==> config.mk <==
export PLATFORM = sky130hd
export DESIGN_NAME = spi_byte_master
export DESIGN_NICKNAME = d
export VERILOG_FILES = /design/src/rtl/spim_pkg.sv /design/src/rtl/spim_sck_gen.sv /design/src/rtl/spim_shift.sv /design/src/rtl/spi_byte_master.sv
export SDC_FILE = /design/constraint.sdc
export NUM_CORES = 1
export LEC_CHECK = 0
export BUFFER_PORTS_ARGS = -buffer_cell sky130_fd_sc_hd__buf_2
export CAP_MARGIN = 20
export CORE_MARGIN = 1.5
export CORE_UTILIZATION = 30
export DETAILED_ROUTE_END_ITERATION = 8
export PLACE_DENSITY = 0.44
export SETUP_SLACK_MARGIN = 0.1
export SLEW_MARGIN = 20
export SYNTH_ARGS = -nofsm -noshare
export SYNTH_HDL_FRONTEND = slang
export SYNTH_SLANG_ARGS = --single-unit
==> constraint.sdc <==
create_clock -name clk -period 1.7 [get_ports clk]
set_input_delay 0 -clock clk [delete_from_list [all_inputs] [get_ports clk]]
set_output_delay 0 -clock clk [all_outputs]
set_load 0.01 [all_outputs]
==> src/rtl/spim_pkg.sv <==
`timescale 1ns/1ps
package spim_pkg;
  // register offsets in the byte window
  localparam logic [2:0] OFS_MODE = 3'd0;
  localparam logic [2:0] OFS_RXD  = 3'd1;
  localparam logic [2:0] OFS_TXD  = 3'd2;
  localparam logic [2:0] OFS_CTRL = 3'd3;
  localparam logic [2:0] OFS_STAT = 3'd4;
  localparam logic [2:0] OFS_DIV  = 3'd6;

  // mode register bit indices
  localparam int MODE_W  = 5;
  localparam int MB_LOOP = 0;
  localparam int MB_CPOL = 1;
  localparam int MB_LSB  = 2;
  localparam int MB_EN   = 3;
  localparam int MB_LEAD = 4;
endpackage

==> src/rtl/spim_sck_gen.sv <==
`timescale 1ns/1ps
module spim_sck_gen #(
  parameter int DIV_W = 8
) (
  input  logic             clk,
  input  logic             rst_n,
  input  logic             run,
  input  logic [DIV_W-1:0] div,
  output logic             tick
);
  localparam int CNT_W = DIV_W + 1;

  logic [CNT_W-1:0] cnt;
  logic [CNT_W-1:0] lim;

  // half sck period = 2*(div+1) system cycles
  assign lim  = {div, 1'b1};
  assign tick = run && (cnt == lim);

  always_ff @(posedge clk) begin
    if (!rst_n)              cnt <= '0;
    else if (!run || tick)   cnt <= '0;
    else                     cnt <= cnt + 1'b1;
  end

  AST_CNT_BOUND: assert property (@(posedge clk) disable iff (!rst_n) run |-> (cnt <= lim));
endmodule

==> src/rtl/spim_shift.sv <==
`timescale 1ns/1ps
module spim_shift #(
  parameter int W = 8
) (
  input  logic         clk,
  input  logic         rst_n,
  input  logic         start,
  input  logic [W-1:0] load,
  input  logic         tick,
  input  logic         lead,
  input  logic         rx_in,
  output logic         active,
  output logic         phase,
  output logic         tx_bit,
  output logic         done,
  output logic [W-1:0] rx_word
);
  localparam int EDGES = 2 * W;
  localparam int EW    = $clog2(EDGES);

  logic [W-1:0]  tx_sh;
  logic [EW-1:0] edge_q;
  logic          last, samp, shft;

  assign last = (edge_q == EW'(EDGES - 1));
  // even edge index = leading edge, odd = trailing
  assign samp = tick && active && (lead ? !edge_q[0] : edge_q[0]);
  assign shft = tick && active && (lead ? edge_q[0] : (!edge_q[0] && (edge_q != '0)));
  assign tx_bit = tx_sh[W-1];

  always_ff @(posedge clk) begin
    if (!rst_n) begin
      tx_sh   <= '0;
      rx_word <= '0;
      edge_q  <= '0;
      phase   <= 1'b0;
      active  <= 1'b0;
      done    <= 1'b0;
    end else begin
      done <= tick && active && last;
      if (start) begin
        tx_sh  <= load;
        edge_q <= '0;
        phase  <= 1'b0;
        active <= 1'b1;
      end else begin
        if (tick && active) begin
          phase  <= !phase;
          edge_q <= edge_q + 1'b1;
          if (last) active <= 1'b0;
        end
        if (shft) tx_sh <= {tx_sh[W-2:0], 1'b0};
        if (samp) rx_word <= {rx_word[W-2:0], rx_in};
      end
    end
  end

  AST_START_IDLE: assert property (@(posedge clk) disable iff (!rst_n) start |-> !active);
  AST_PHASE_HOME: assert property (@(posedge clk) disable iff (!rst_n) done |-> !phase);
endmodule

==> src/rtl/spi_byte_master.sv <==
`timescale 1ns/1ps
module spi_byte_master
  import spim_pkg::*;
#(
  parameter int WORD_W = 8,
  parameter int DIV_W  = 8
) (
  input  logic              clk,
  input  logic              rst_n,
  input  logic              bus_en,
  input  logic              bus_we,
  input  logic [2:0]        bus_addr,
  input  logic [WORD_W-1:0] bus_wdata,
  output logic [WORD_W-1:0] bus_rdata,
  output logic              irq,
  output logic              sck,
  output logic              mosi,
  input  logic              miso
);
  logic [MODE_W-1:0] mode_q;
  logic [WORD_W-1:0] tx_q, rx_q, tx_load, rx_fix, rx_word;
  logic [DIV_W-1:0]  div_q, div_run;
  logic              busy_q, rdy_q, done_d;
  logic              wr, rd, go, tick, active, phase, tx_bit, done_p, rx_in;

  assign wr = bus_en && bus_we;
  assign rd = bus_en && !bus_we;
  assign go = wr && (bus_addr == OFS_CTRL) && bus_wdata[0] && mode_q[MB_EN] && !busy_q;

  // bit-order steering on both paths
  for (genvar i = 0; i < WORD_W; i++) begin : g_order
    assign tx_load[i] = mode_q[MB_LSB] ? tx_q[WORD_W-1-i]    : tx_q[i];
    assign rx_fix[i]  = mode_q[MB_LSB] ? rx_word[WORD_W-1-i] : rx_word[i];
  end

  assign rx_in = mode_q[MB_LOOP] ? tx_bit : miso;
  assign sck   = mode_q[MB_CPOL] ^ (mode_q[MB_EN] & phase);
  assign mosi  = mode_q[MB_EN] & tx_bit;
  assign irq   = rdy_q;

  spim_sck_gen #(.DIV_W(DIV_W)) u_sck (
    .clk(clk), .rst_n(rst_n), .run(active), .div(div_run), .tick(tick)
  );

  spim_shift #(.W(WORD_W)) u_shift (
    .clk(clk), .rst_n(rst_n), .start(go), .load(tx_load), .tick(tick),
    .lead(mode_q[MB_LEAD]), .rx_in(rx_in), .active(active), .phase(phase),
    .tx_bit(tx_bit), .done(done_p), .rx_word(rx_word)
  );

  always_ff @(posedge clk) begin
    if (!rst_n) begin
      mode_q  <= '0;
      tx_q    <= '0;
      rx_q    <= '0;
      div_q   <= '0;
      div_run <= '0;
      busy_q  <= 1'b0;
      rdy_q   <= 1'b0;
      done_d  <= 1'b0;
    end else begin
      if (wr && bus_addr == OFS_MODE) mode_q <= bus_wdata[MODE_W-1:0];
      if (wr && bus_addr == OFS_TXD)  tx_q   <= bus_wdata;
      if (wr && bus_addr == OFS_DIV)  div_q  <= bus_wdata[DIV_W-1:0];
      done_d <= done_p;
      if (go) begin
        busy_q  <= 1'b1;
        div_run <= div_q;
      end else if (done_d) begin
        busy_q  <= 1'b0;
      end
      if (done_p) begin
        rx_q  <= rx_fix;
        rdy_q <= 1'b1;
      end else if (rd && bus_addr == OFS_RXD) begin
        rdy_q <= 1'b0;
      end
    end
  end

  always_comb begin
    bus_rdata = '0;
    case (bus_addr)
      OFS_MODE: bus_rdata = WORD_W'(mode_q);
      OFS_RXD:  bus_rdata = rx_q;
      OFS_TXD:  bus_rdata = tx_q;
      OFS_STAT: bus_rdata = WORD_W'({busy_q, rdy_q});
      OFS_DIV:  bus_rdata = WORD_W'(div_q);
      default:  bus_rdata = '0;
    endcase
  end

  AST_BUSY_START:  assert property (@(posedge clk) disable iff (!rst_n) $rose(busy_q) |-> $past(wr && bus_addr == OFS_CTRL && bus_wdata[0]));
  AST_OFF_NOSTART: assert property (@(posedge clk) disable iff (!rst_n) (!mode_q[MB_EN] && !busy_q) |=> !busy_q);
  AST_RDY_OVERLAP: assert property (@(posedge clk) disable iff (!rst_n) $rose(rdy_q) |-> busy_q);
  AST_BUSY_TAIL:   assert property (@(posedge clk) disable iff (!rst_n) $rose(rdy_q) |=> !busy_q);
  AST_IDLE_SCK:    assert property (@(posedge clk) disable iff (!rst_n) !busy_q |-> (sck == mode_q[MB_CPOL]));
  AST_RD_CLEARS:   assert property (@(posedge clk) disable iff (!rst_n) (rd && bus_addr == OFS_RXD && !done_p) |=> !irq);
endmodule

* Word level (Yosys, flattened, before mapping)
Cells that the tools add are included.
Operators by class: reductions and logical operators 33, muxes and demuxes 29, bitwise gates (word level) 5, add/subtract/negate cells 2, equal/unequal tests 7
Operator list (number):
- one-hot mux 8 bit (5 select lines) | 1
- two-way mux 1 bit | 26
- logical AND 1 bit | 16
- two-way mux 8 bit | 2
- nonzero test 2 bit | 5
- adder 9 x 1 -> 9 bit, second input constant | 1
- == test 9 bit | 1
- == test 3 x 2 -> 1 bit, second input constant | 2
- == test 3 bit, second input constant | 2
- logical NOT 1 bit | 5
- adder 4 x 1 -> 4 bit, second input constant | 1
- == test 4 bit, second input constant | 1
- AND reduction 2 bit | 2
- nonzero test 4 bit | 1
- OR reduction 2 bit | 2
- == test 3 x 1 -> 1 bit, second input constant | 1
- logical NOT 3 bit | 1
- AND 1 bit | 2
- inverter 1 bit | 2
- logical OR 1 bit | 1
- bitwise XOR 1 bit | 1
Storage, ports and cells: input bits 16, flip-flop bits (word level) 72, output and inout bits 11, logic and storage cells 91

* Longest topological paths before layout
Gate-level depths: netlist of the first run.
depth in word-level cells 7, mapped depth 7, gate-level depth less buffers 7

* Hierarchy
A second synthesis of the first run with hierarchy kept.
Unflattened totals: cells, all modules 392, area, all modules 3583.4 sq um
Modules (own cells, without submodules):
- spi_byte_master | sequential area each 800.8 sq um, area each 1963.1 sq um, cells an instance 206, instances 1
- spim_shift | sequential area each 460.4 sq um, area each 1154.9 sq um, cells an instance 133, instances 1
- spim_sck_gen | sequential area each 180.2 sq um, area each 465.4 sq um, cells an instance 53, instances 1

* Least setup slack after synthesis of the first run
OpenSTA, ideal clock, no wires.
path type register to register, start point reg u_shift.edge_q[0], end point reg u_shift.tx_sh[7], clock period less this slack 1761 ps, arrival 1645 ps, setup slack -61 ps, path buffers 0, setup time 116 ps, data required time 1584 ps, stages on the path, launching flop included 8, cell sequence dfxtp_1 > inv_1 > ha_1 > or4b_1 > nand4_1 > nor4_4 > or3_1 > and4_1
On the way: cells in the longest elaborated chain, start to end 5, elaborated cells on any way between the ends 6, classes of those cells mux: 1; reduce/logical: 5
Ends and longest elaborated chain:
- start: declaration | RTL line spim_shift.sv:22 | logic [EW-1:0] edge_q;
- start signal: assignment | RTL line spim_shift.sv:49 | edge_q <= edge_q + 1'b1;
- nonzero test 4 bit or logical NOT 1 bit (tied branches) | RTL line spim_shift.sv:28 | assign shft = tick && active && (lead ? edge_q[0] : (!edge_q[0] && (edge_q != '0)));
- logical AND 1 bit | RTL line spim_shift.sv:28
- two-way mux 1 bit * | RTL line spim_shift.sv:28
- logical AND 1 bit * | RTL line spim_shift.sv:28
- nonzero test 2 bit (no line) *
- end signal: assignment | RTL line spim_shift.sv:42 | tx_sh <= load;
- end signal: assignment | RTL line spim_shift.sv:52 | if (shft) tx_sh <= {tx_sh[W-2:0], 1'b0};
- end: declaration | RTL line spim_shift.sv:21 | logic [W-1:0] tx_sh;
Mark *: on every way between the ends. The rest lies on a longest branch, timed or not. A chain may end at the register's enable or synchronous reset.

* Final worst setup path of the first run
Same ends and word-level chain as after synthesis.

==> results of run 1 <==
cells in the final DEF (no fill, tap or decap), types with 3 or more instances in the layout:
master,n
clkinv_2,3
nor2_1,30
xnor2_1,6
buf_4,22
dlygate4sd3_1,8
buf_6,5
buf_12,3
nand3_1,13
and2_1,3
nand2b_1,3
mux2i_1,52
dfxtp_2,5
inv_1,6
o21ai_0,9
buf_2,26
xor2_1,4
and3_1,8
clkbuf_8,3
dfxtp_1,67
nor2b_1,22
a21boi_0,17
nand2_1,58
xnor2_4,3
xnor2_2,6
o211a_1,8
clkbuf_16,9
layer usage:
layer	GRT usage	routed length (um)	vias up
met5	0	0	-
met4	0.04810	119	0
met3	0.03593	248	11
met2	0.2358	4007	28
li1	-	-	1416
met1	0.2035	4495	1334
flip-flops by register name, indices dropped and copies added, names as in the netlist:
name             flops
div_run              8
div_q                8
u_shift.done         1
u_shift.tx_sh        8
u_shift.active       1
mode_q               5
u_shift.phase        1
done_d               1
u_shift.rx_word      8
u_sck.cnt            9
busy_q               1
irq                  1
u_shift.edge_q       4
tx_q                 8
rx_q                 8
final timing paths:
| kind | slack [ns] | start | cells after the start | end |
|---|---|---|---|---|
| min reg2reg | 0.48 | div_q[6]$_SDFFE_PN0P_ | 2 | div_q[6]$_SDFFE_PN0P_ |
| min | 0.07 | bus_en | 4 | irq$_SDFFE_PN0P_ |
| max | -0.05 | u_shift.edge_q[0]$_SDFFE_PP0P_ | 7 | u_shift.tx_sh[7]$_SDFFE_PN0P_ |
| max reg2reg | -0.05 | u_shift.edge_q[0]$_SDFFE_PP0P_ | 7 | u_shift.tx_sh[7]$_SDFFE_PN0P_ |
critical path, delay by kind of cell, from the launching register on:
kind	cells	cell delay, ns
adder cells (fa/ha/maj)	1	0.12
flip-flops	1	0.33
AND/OR/NAND/NOR	5	1.11
buffers and inverters	1	0.07
cell type report:
type,count,share of cell area
clock inverters,3,0.003314
inverters,7,0.005799
multi-input cells,283,0.4637
flip-flops and latches,72,0.3195
clock buffers,13,0.05965
well taps,143,0.03949
repair buffers,64,0.1085
repair_timing:
item,in CTS,in global routing
endpoints found under the setup margin,21,23
pin swaps,0,8
hold buffers,8,0
hold endpoints to repair,19,0
buffers inserted,0,2
resized for setup,3,23
report_power, final:
part	leakage [nW]	internal [mW]	switching (mW)
Combinational	0.895	0.0760	0.0910
Clock	0.145	1.10	0.706
Sequential	0.583	1.69	0.00734
Total	1.62	2.87	0.805
kinds of logic after synthesis:
group                    synth area share
AO/OA/AOI/OAI                     0.09726
flip-flops                         0.4045
adder cells (fa/ha/maj)           0.01053
multiplexers                       0.1524
XOR/XNOR                          0.06355
buffers and inverters             0.03617
AND/OR/NAND/NOR                    0.2356
metrics by stage:
step	setup TNS (ns)	total power, mW	std cells
2_1_floorplan	-0.02469	1.822	384
3_3_place_gp	-0.03931	1.889	559
3_5_place_dp	-0.2212	1.889	559
4_1_cts	-0.3117	3.724	583
5_1_grt	-0.8830	3.816	585
6_report	-0.09552	3.675	585
==> metrics.md, run 1 <==
| Metric | Value |
|---|---|
| Status | complete, but fails checks |
| Failing checks | negative setup slack |
| Die ar. | 12540 sq um |
| Total iterations of the first detailed-routing run | 4 |
| Final slew viol count | 0 |
| Clk Latency, worst-skew pair | 0.34 ns |
| # IOs | 27 |
| Worst slew pin tran | 0.6606 ns |
| DRT Wirelength | 8870 um |
| Vias per cell | 4.768 |
| Fill cell count | 1180 |
| Synth area leaders | dfxtp_1 40%, mux2i_1 15%, nand2_1 6.1%, nor2b_1 3.9%, a21boi_0 3.6% |
| Dpl hpwl | 6467 um |
| Synth top cells by count | 72 x dfxtp_1, 58 x nand2_1, 52 x mux2i_1 |
| CTS Buffer Depth | 2 |
| Die span in x | 112.0 um |
| Synth Flop Type | dfxtp_1 |
| Yosys warns | 0 |
| Place WS | -0.04886 ns |
| Syn nets | 403 |
| CTS H-tree lvls | 3 |
| CTS Buf Count | 9 |
| Detail Route Antenna Nets | 0 |
| Core box area | 11520 sq um |
| Row count | 39 |
| Total Nets Final | 456 |
| Multi-input gate area | 2101 sq um |
| DRT iter0 DRCs | 87 |
| Share of layout cells above drive strength 1 | 0.2398 |
| Startpoint Class | register |
| Mapped Area | 3563 sq um |
| Yosys reg bits | 72 |
| Global-route wire length before repair | 14590 um |
| Worst-path clk slew | 0.06 ns |
| WL/cell | 15.16 um |
| CTS tree | built |
| Maximum vdd drop | 0.5218 mV |
| Crit-path max FO | 3 |
| Post-synth cell types | 42 |
| Synth Instances | 384 |
| Fin util | 0.3934 |
| DR vias | 2789 |
| Worst setup margin | -0.04571 ns |
| Finished Cell Area | 4531 sq um |
| Leak | 1.623 nW |
| Required @ worst endpoint | 1.93 ns |
| CP max stage delay | 0.44 ns |
| CP max stage cell | or4b_4 |
| Reg area | 1448 sq um |
| Max_cap viols | 0 |
| RSZ-0062 raised after global routing | true |
| Worst slew margin | 0.5590 |
| Initial core utilization | 0.3094 |
| Largest net degree at the start of global routing | 41 |
| Most common cell in the netlist | dfxtp_1 |
| Crit share post-route | 1.027 |
| Grt ovf | 0 |
| Cells along the critical path | inv_2, ha_4, or4b_4, nand4_1, nor4_4, or3_1, and4_1 |
| Synthesized area per cell | 9.280 sq um |
| Vias in the first global route | 2775 |
| Placed Area | 4021 sq um |
| Min Tclk post-route | 1.746 ns |
| Pwr Density | 811.1 nW/um^2 |
| Crit path DAT | 1.98 ns |
| Die H | 112.0 um |
| Total GRT Usage | 0.1499 |
| Port bufs | 26 |
| Area grow syn2layout | 27.14% |
| Fmax | 572.8 MHz |
| Routability cong. | 0.7759 |
| Antenna diodes | 0 |
| CTS Sinks | 72 |
| Initial antenna violation count | 0 |
| Register area share after synthesis | 0.4045 |
| # DRC | 0 |
| Hold Crit Class | in2reg |
| Top-area cell type share of the netlist area | 0.4045 |
| Synth area leader | dfxtp_1 |
| Fraction of registers with async set/reset | 0 |
| Setup violators final | 4 |
| CTS root buffer | clkbuf_16 |
| Post-synth EDFFs | 0 |
| CP Class | reg2reg |
| Final setup skew | 0.005806 ns |
| Setup crit end kind | register |
| WHS | 0.07033 ns |
| Fin. Hold Viols | 0 |
Power figures use the tool's default switching activity.
==> inputs of run 2 (changes only) <==
- PLACE_DENSITY: 0.44 -> 0.56
- REMOVE_ABC_BUFFERS: default -> 1
- TNS_END_PERCENT: default -> 5
==> metrics.md, run 2 (same netlist as run 1, synthesis figures left out) <==
| Metric | Value |
|---|---|
| Commonest non-fill, non-tap cell in the layout | dfxtp_1 |
| Total Nets Final | 453 |
| CTS H-tree lvls | 3 |
| Initial core utilization | 0.3094 |
| DRT Wirelength | 8349 um |
| Failing checks | negative hold slack, negative setup slack |
| Pwr Total | 3.931 mW |
| Worst setup margin | -0.04856 ns |
| Setup violators final | 9 |
| CP max stage delay | 0.48 ns |
| Min Tclk post-route | 1.749 ns |
| Maximum vdd drop | 0.4932 mV |
| DR vias | 2782 |
| WHS | -0.002642 ns |
| Die ar. | 12540 sq um |
| Hold Crit Class | in2reg |
| Worst slew pin tran | 0.5822 ns |
| Total iterations of the first detailed-routing run | 4 |
| Max reg flops | 9 |
| Fin. Hold Viols | 1 |
| Crit path DAT | 1.98 ns |
| Crit-path max FO | 3 |
| Routability cong. | 0.7393 |
| Finished Cell Area | 4514 sq um |
| Final setup skew | 0.006708 ns |
| CP max stage cell | or4b_1 |
| Largest net degree at the start of global routing | 32 |
| Die span in x | 112.0 um |
| Top reg by flops | u_sck.cnt |
| Worst-path clk slew | 0.06 ns |
| Placed Area | 3995 sq um |
| Finished Layout Cells | 582 |
| Required @ worst endpoint | 1.93 ns |
| RSZ-0062 raised after global routing | true |
| Vias per cell | 4.780 |
| Row count | 39 |
| Die H | 112.0 um |
| Leak | 1.611 nW |
| Fmax | 571.9 MHz |
| Startpoint Class | register |
| Place WS | -0.1123 ns |
| Share of layout cells above drive strength 1 | 0.2369 |
| Area grow syn2layout | 26.69% |
| Setup crit end kind | register |
| DRT iter0 DRCs | 132 |
| CTS Sinks | 72 |
| Clk Latency, worst-skew pair | 0.33 ns |
| Setup crit end | u_shift.tx_sh[7]$_SDFFE_PN0P_ |
| Cells along the critical path | buf_4, or4b_1, nand4_1, nor4_4, or3_1, and4_1 |
| Antenna diodes | 0 |
| Crit share post-route | 1.029 |
| Port bufs | 26 |
| CTS Buffer Depth | 2 |
| Grt ovf | 0 |
| Worst r2r src | u_shift.edge_q[0]$_SDFFE_PP0P_ |
| Initial antenna violation count | 0 |
| Global-route wire length before repair | 14060 um |
| # DRC | 0 |
| CTS Buf Count | 9 |
| Status | complete, but fails checks |
| CP startpoint | u_shift.edge_q[0]$_SDFFE_PP0P_ |
| Final slew viol count | 0 |
| Reg-to-reg endpoint | u_shift.tx_sh[7]$_SDFFE_PN0P_ |
| Vias in the first global route | 2780 |
| R2r setup slk | -0.05 ns |
| Placed insts | 556 |
| R2R depth | 6 |
| Worst slew margin | 0.6113 |
| Pwr Density | 870.9 nW/um^2 |
| CTS tree | built |
| Dpl hpwl | 6201 um |
| Most frequent cells in the layout | 61 x dfxtp_1, 58 x nand2_1, 51 x mux2i_1 |
| Fin util | 0.3920 |
| CP Class | reg2reg |
| # IOs | 27 |
| WL/cell | 14.35 um |
| Detail Route Antenna Nets | 0 |
| Max_cap viols | 0 |
| Total GRT Usage | 0.1437 |
| Setup TNS | -0.09065 ns |
| Core box area | 11520 sq um |
| CTS root buffer | clkbuf_16 |
## run 2: per-layer routing
metal  vias up  global-route usage  part of all wire
met5         -                   0                 0
met4         0             0.05823             0.017
met1      1307              0.1855              0.48
met3        10             0.02450             0.023
met2        47              0.2395              0.48
li1       1418                   -                 -
## run 2: layout make-up
class	count	area [sq um]
Multi-Input combinational cell	283	2056
Sequential cell	72	1458
Clock inverter	5	78.83
Fill cell	1169	7002
Tap cell	143	178.9
Inverter	7	28.78
Timing Repair Buffer	61	461.7
Clock buffer	11	252.7
## run 2: worst min-delay path by stage
stage	from	endpoint	slack (ns)	cells after the start
6_report	rst_n	div_run[2]$_SDFFE_PN0P_	-0.003	2
5_1_grt	rst_n	div_run[2]$_SDFFE_PN0P_	0.02	2
4_1_cts	rst_n	div_run[2]$_SDFFE_PN0P_	0.01	2
3_5_place_dp	bus_wdata[7]	div_q[7]$_SDFFE_PN0P_	0.28	3
3_3_place_gp	bus_wdata[7]	div_q[7]$_SDFFE_PN0P_	0.28	3
2_1_floorplan	bus_addr[1]	bus_rdata[1]	0.08	1
## run 2: repair_timing
item,in CTS,in global routing
resized for setup,15,12
setup endpoints to repair,22,23
setup buffers,2,0
pin swaps,5,5
endpoints found under the hold margin,17,0
hold buffers,8,0
## run 2: report_power, final
part | switching (mW) | internal (mW)
registers | 0.00708 | 1.69
clock network | 0.708 | 1.36
logic | 0.0889 | 0.0743
total | 0.804 | 3.13
## run 2: critical path, delay by kind of cell, from the launching register on
kind,cells,cell delay [ns]
DFF,1,0.36
and+or+nand+nor,5,1.14
buffers and inverters,1,0.14
==> inputs of run 3 (changes only) <==
- CAP_MARGIN: 20 -> default
- CORE_MARGIN: 1.5 -> 10
- PLACE_DENSITY: 0.56 -> 0.51
==> metrics.md, run 3 (same netlist as run 1, synthesis figures left out) <==
| Metric | Value |
|---|---|
| Clk Latency, worst-skew pair | 0.33 ns |
| CTS H-tree lvls | 3 |
| Routability cong. | 0.8152 |
| Fill cell count | 1204 |
| CTS Sinks | 72 |
| Fin. Hold Viols | 0 |
| Setup TNS | -0.2408 ns |
| DR vias | 2720 |
| Min-Delay Endpoint | div_run[0]$_SDFFE_PN0P_ |
| Total Nets Final | 452 |
| Max_cap viols | 0 |
| Worst-path clk slew | 0.06 ns |
| Vias per cell | 4.682 |
| Share of layout cells above drive strength 1 | 0.2283 |
| Setup violators final | 7 |
| Startpoint Class | register |
| Grt ovf | 0 |
| Die ar. | 16640 sq um |
| CTS root buffer | clkbuf_16 |
| Failing checks | negative setup slack |
| GRT busiest layer | met2 |
| Vias in the first global route | 2821 |
| DRT Wirelength | 8709 um |
| Worst r2r src | u_shift.edge_q[0]$_SDFFE_PP0P_ |
| Core box area | 11520 sq um |
| Area grow syn2layout | 23.77% |
| Reg-to-reg endpoint | u_shift.tx_sh[7]$_SDFFE_PN0P_ |
| # IOs | 27 |
| Required @ worst endpoint | 1.93 ns |
| CP Class | reg2reg |
| Port bufs | 26 |
| Dpl hpwl | 6556 um |
| Crit path DAT | 1.99 ns |
| Die H | 129.0 um |
| Commonest non-fill, non-tap cell in the layout | dfxtp_1 |
| Antenna diodes | 0 |
| CTS tree | built |
| Largest net degree at the start of global routing | 30 |
| Placed Area | 3990 sq um |
| Initial core utilization | 0.3094 |
| Postcts setup bufs | 0 |
| Most frequent cells in the layout | 60 x dfxtp_1, 58 x nand2_1, 51 x mux2i_1 |
| Fmax | 565.8 MHz |
| RSZ-0062 raised after global routing | true |
| Pwr Density | 811.0 nW/um^2 |
| Global-route wire length before repair | 14940 um |
| Finished Cell Area | 4410 sq um |
| Final setup skew | 0.005192 ns |
| Maximum vdd drop | 0.3322 mV |
| WL/cell | 14.99 um |
| Worst slew pin tran | 0.5931 ns |
| Leak | 1.584 nW |
| Hold wc startpoint | rst_n |
| Top reg by flops | u_sck.cnt |
| R2R depth | 7 |
| Hold path depth | 2 |
| Die span in x | 129.0 um |
| Status | complete, but fails checks |
| Max reg flops | 9 |
| M3 GR Usage | 0.01971 |
| Worst slew margin | 0.6041 |
| Met2 Track Usage GR | 0.1842 |
| Met1 Use GR | 0.1434 |
| Total iterations of the first detailed-routing run | 4 |
| Detail Route Antenna Nets | 0 |
| Min Tclk post-route | 1.767 ns |
| Initial antenna violation count | 0 |
| Crit-path max FO | 5 |
| Row count | 39 |
| Place WS | -0.1324 ns |
| Final slew viol count | 0 |
| Crit share post-route | 1.040 |
| # DRC | 0 |
| Worst setup margin | -0.06737 ns |
| Hold Crit Class | in2reg |
| Setup crit end kind | register |
| DRT iter0 DRCs | 150 |
| Total GRT Usage | 0.1133 |
| CTS Buffer Depth | 2 |
| CTS Buf Count | 9 |
| R2r setup slk | -0.07 ns |
==> run 3: layout make-up <==
type | count | area [sq um] | share of cell area
Clock buffer | 12 | 246.5 | 0.05589
Inverter | 7 | 26.28 | 0.005957
Tap cell | 143 | 178.9 | 0.04057
Timing Repair Buffer | 60 | 437.9 | 0.09929
Multi-Input combinational cell | 283 | 2039 | 0.4624
Sequential cell | 72 | 1461 | 0.3313
Clock inverter | 4 | 20.02 | 0.004539
==> run 3: critical path, stage by stage, from the launching register on <==
cell     delay [ns]
dfxtp_4        0.35
inv_2          0.06
ha_1           0.13
or4b_1         0.44
nand4_1        0.16
nor4_4         0.06
or3_1          0.30
and4_1         0.17
==> run 3: per-layer routing <==
| metal | vias up | part of all wire | wire (um) |
|---|---|---|---|
| met5 | - | 0 | 0 |
| met4 | 0 | 0.018 | 156 |
| met3 | 10 | 0.032 | 279 |
| met2 | 40 | 0.48 | 4172 |
| met1 | 1262 | 0.47 | 4100 |
| li1 | 1408 | - | - |
==> run 3: stage by stage <==
| step | hold slack [ns] | power [mW] | util | cells |
|---|---|---|---|---|
| after detailed placement | 0.2874 | 1.885 | 0.3465 | 557 |
| after CTS | 0.03438 | 3.629 | 0.3798 | 581 |
| after global routing | 0.04559 | 3.715 | 0.3830 | 581 |
| after floorplan | 0.07992 | 1.791 | - | 362 |
| after global placement | 0.2791 | 1.883 | 0.3465 | 557 |
| final | 0.04430 | 3.577 | 0.3830 | 581 |
==> run 3: repair_timing <==
item / in CTS / in global routing
endpoints found under the setup margin: 18 / 22
resized for setup: 16 / 9
pin swaps: 10 / 6
endpoints found under the hold margin: 19 / 0
hold buffers: 8 / 0
==> run 3: how the worst max path moves through the flow <==
| stage | start | to | slack [ns] | cells past startpoint |
|---|---|---|---|---|
| finish | u_shift.edge_q[0]$_SDFFE_PP0P_ | u_shift.tx_sh[7]$_SDFFE_PN0P_ | -0.07 | 7 |
| global route | u_shift.edge_q[0]$_SDFFE_PP0P_ | u_shift.tx_sh[5]$_SDFFE_PN0P_ | -0.20 | 8 |
| CTS | u_shift.edge_q[0]$_SDFFE_PP0P_ | u_shift.tx_sh[5]$_SDFFE_PN0P_ | -0.09 | 8 |
| detailed placement | u_shift.edge_q[0]$_SDFFE_PP0P_ | u_shift.tx_sh[5]$_SDFFE_PN0P_ | -0.13 | 8 |
| global placement | u_shift.edge_q[0]$_SDFFE_PP0P_ | u_shift.tx_sh[7]$_SDFFE_PN0P_ | -0.06 | 7 |
| floorplan | u_shift.edge_q[0]$_SDFFE_PP0P_ | u_shift.tx_sh[7]$_SDFFE_PN0P_ | -0.06 | 7 |
==> run 3: where the power goes <==
| group | internal, mW | switching, mW | total, mW |
|---|---|---|---|
| Combinational | 0.0718 | 0.0908 | 0.163 |
| Sequential | 1.69 | 0.00655 | 1.70 |
| Clock | 1.02 | 0.699 | 1.72 |
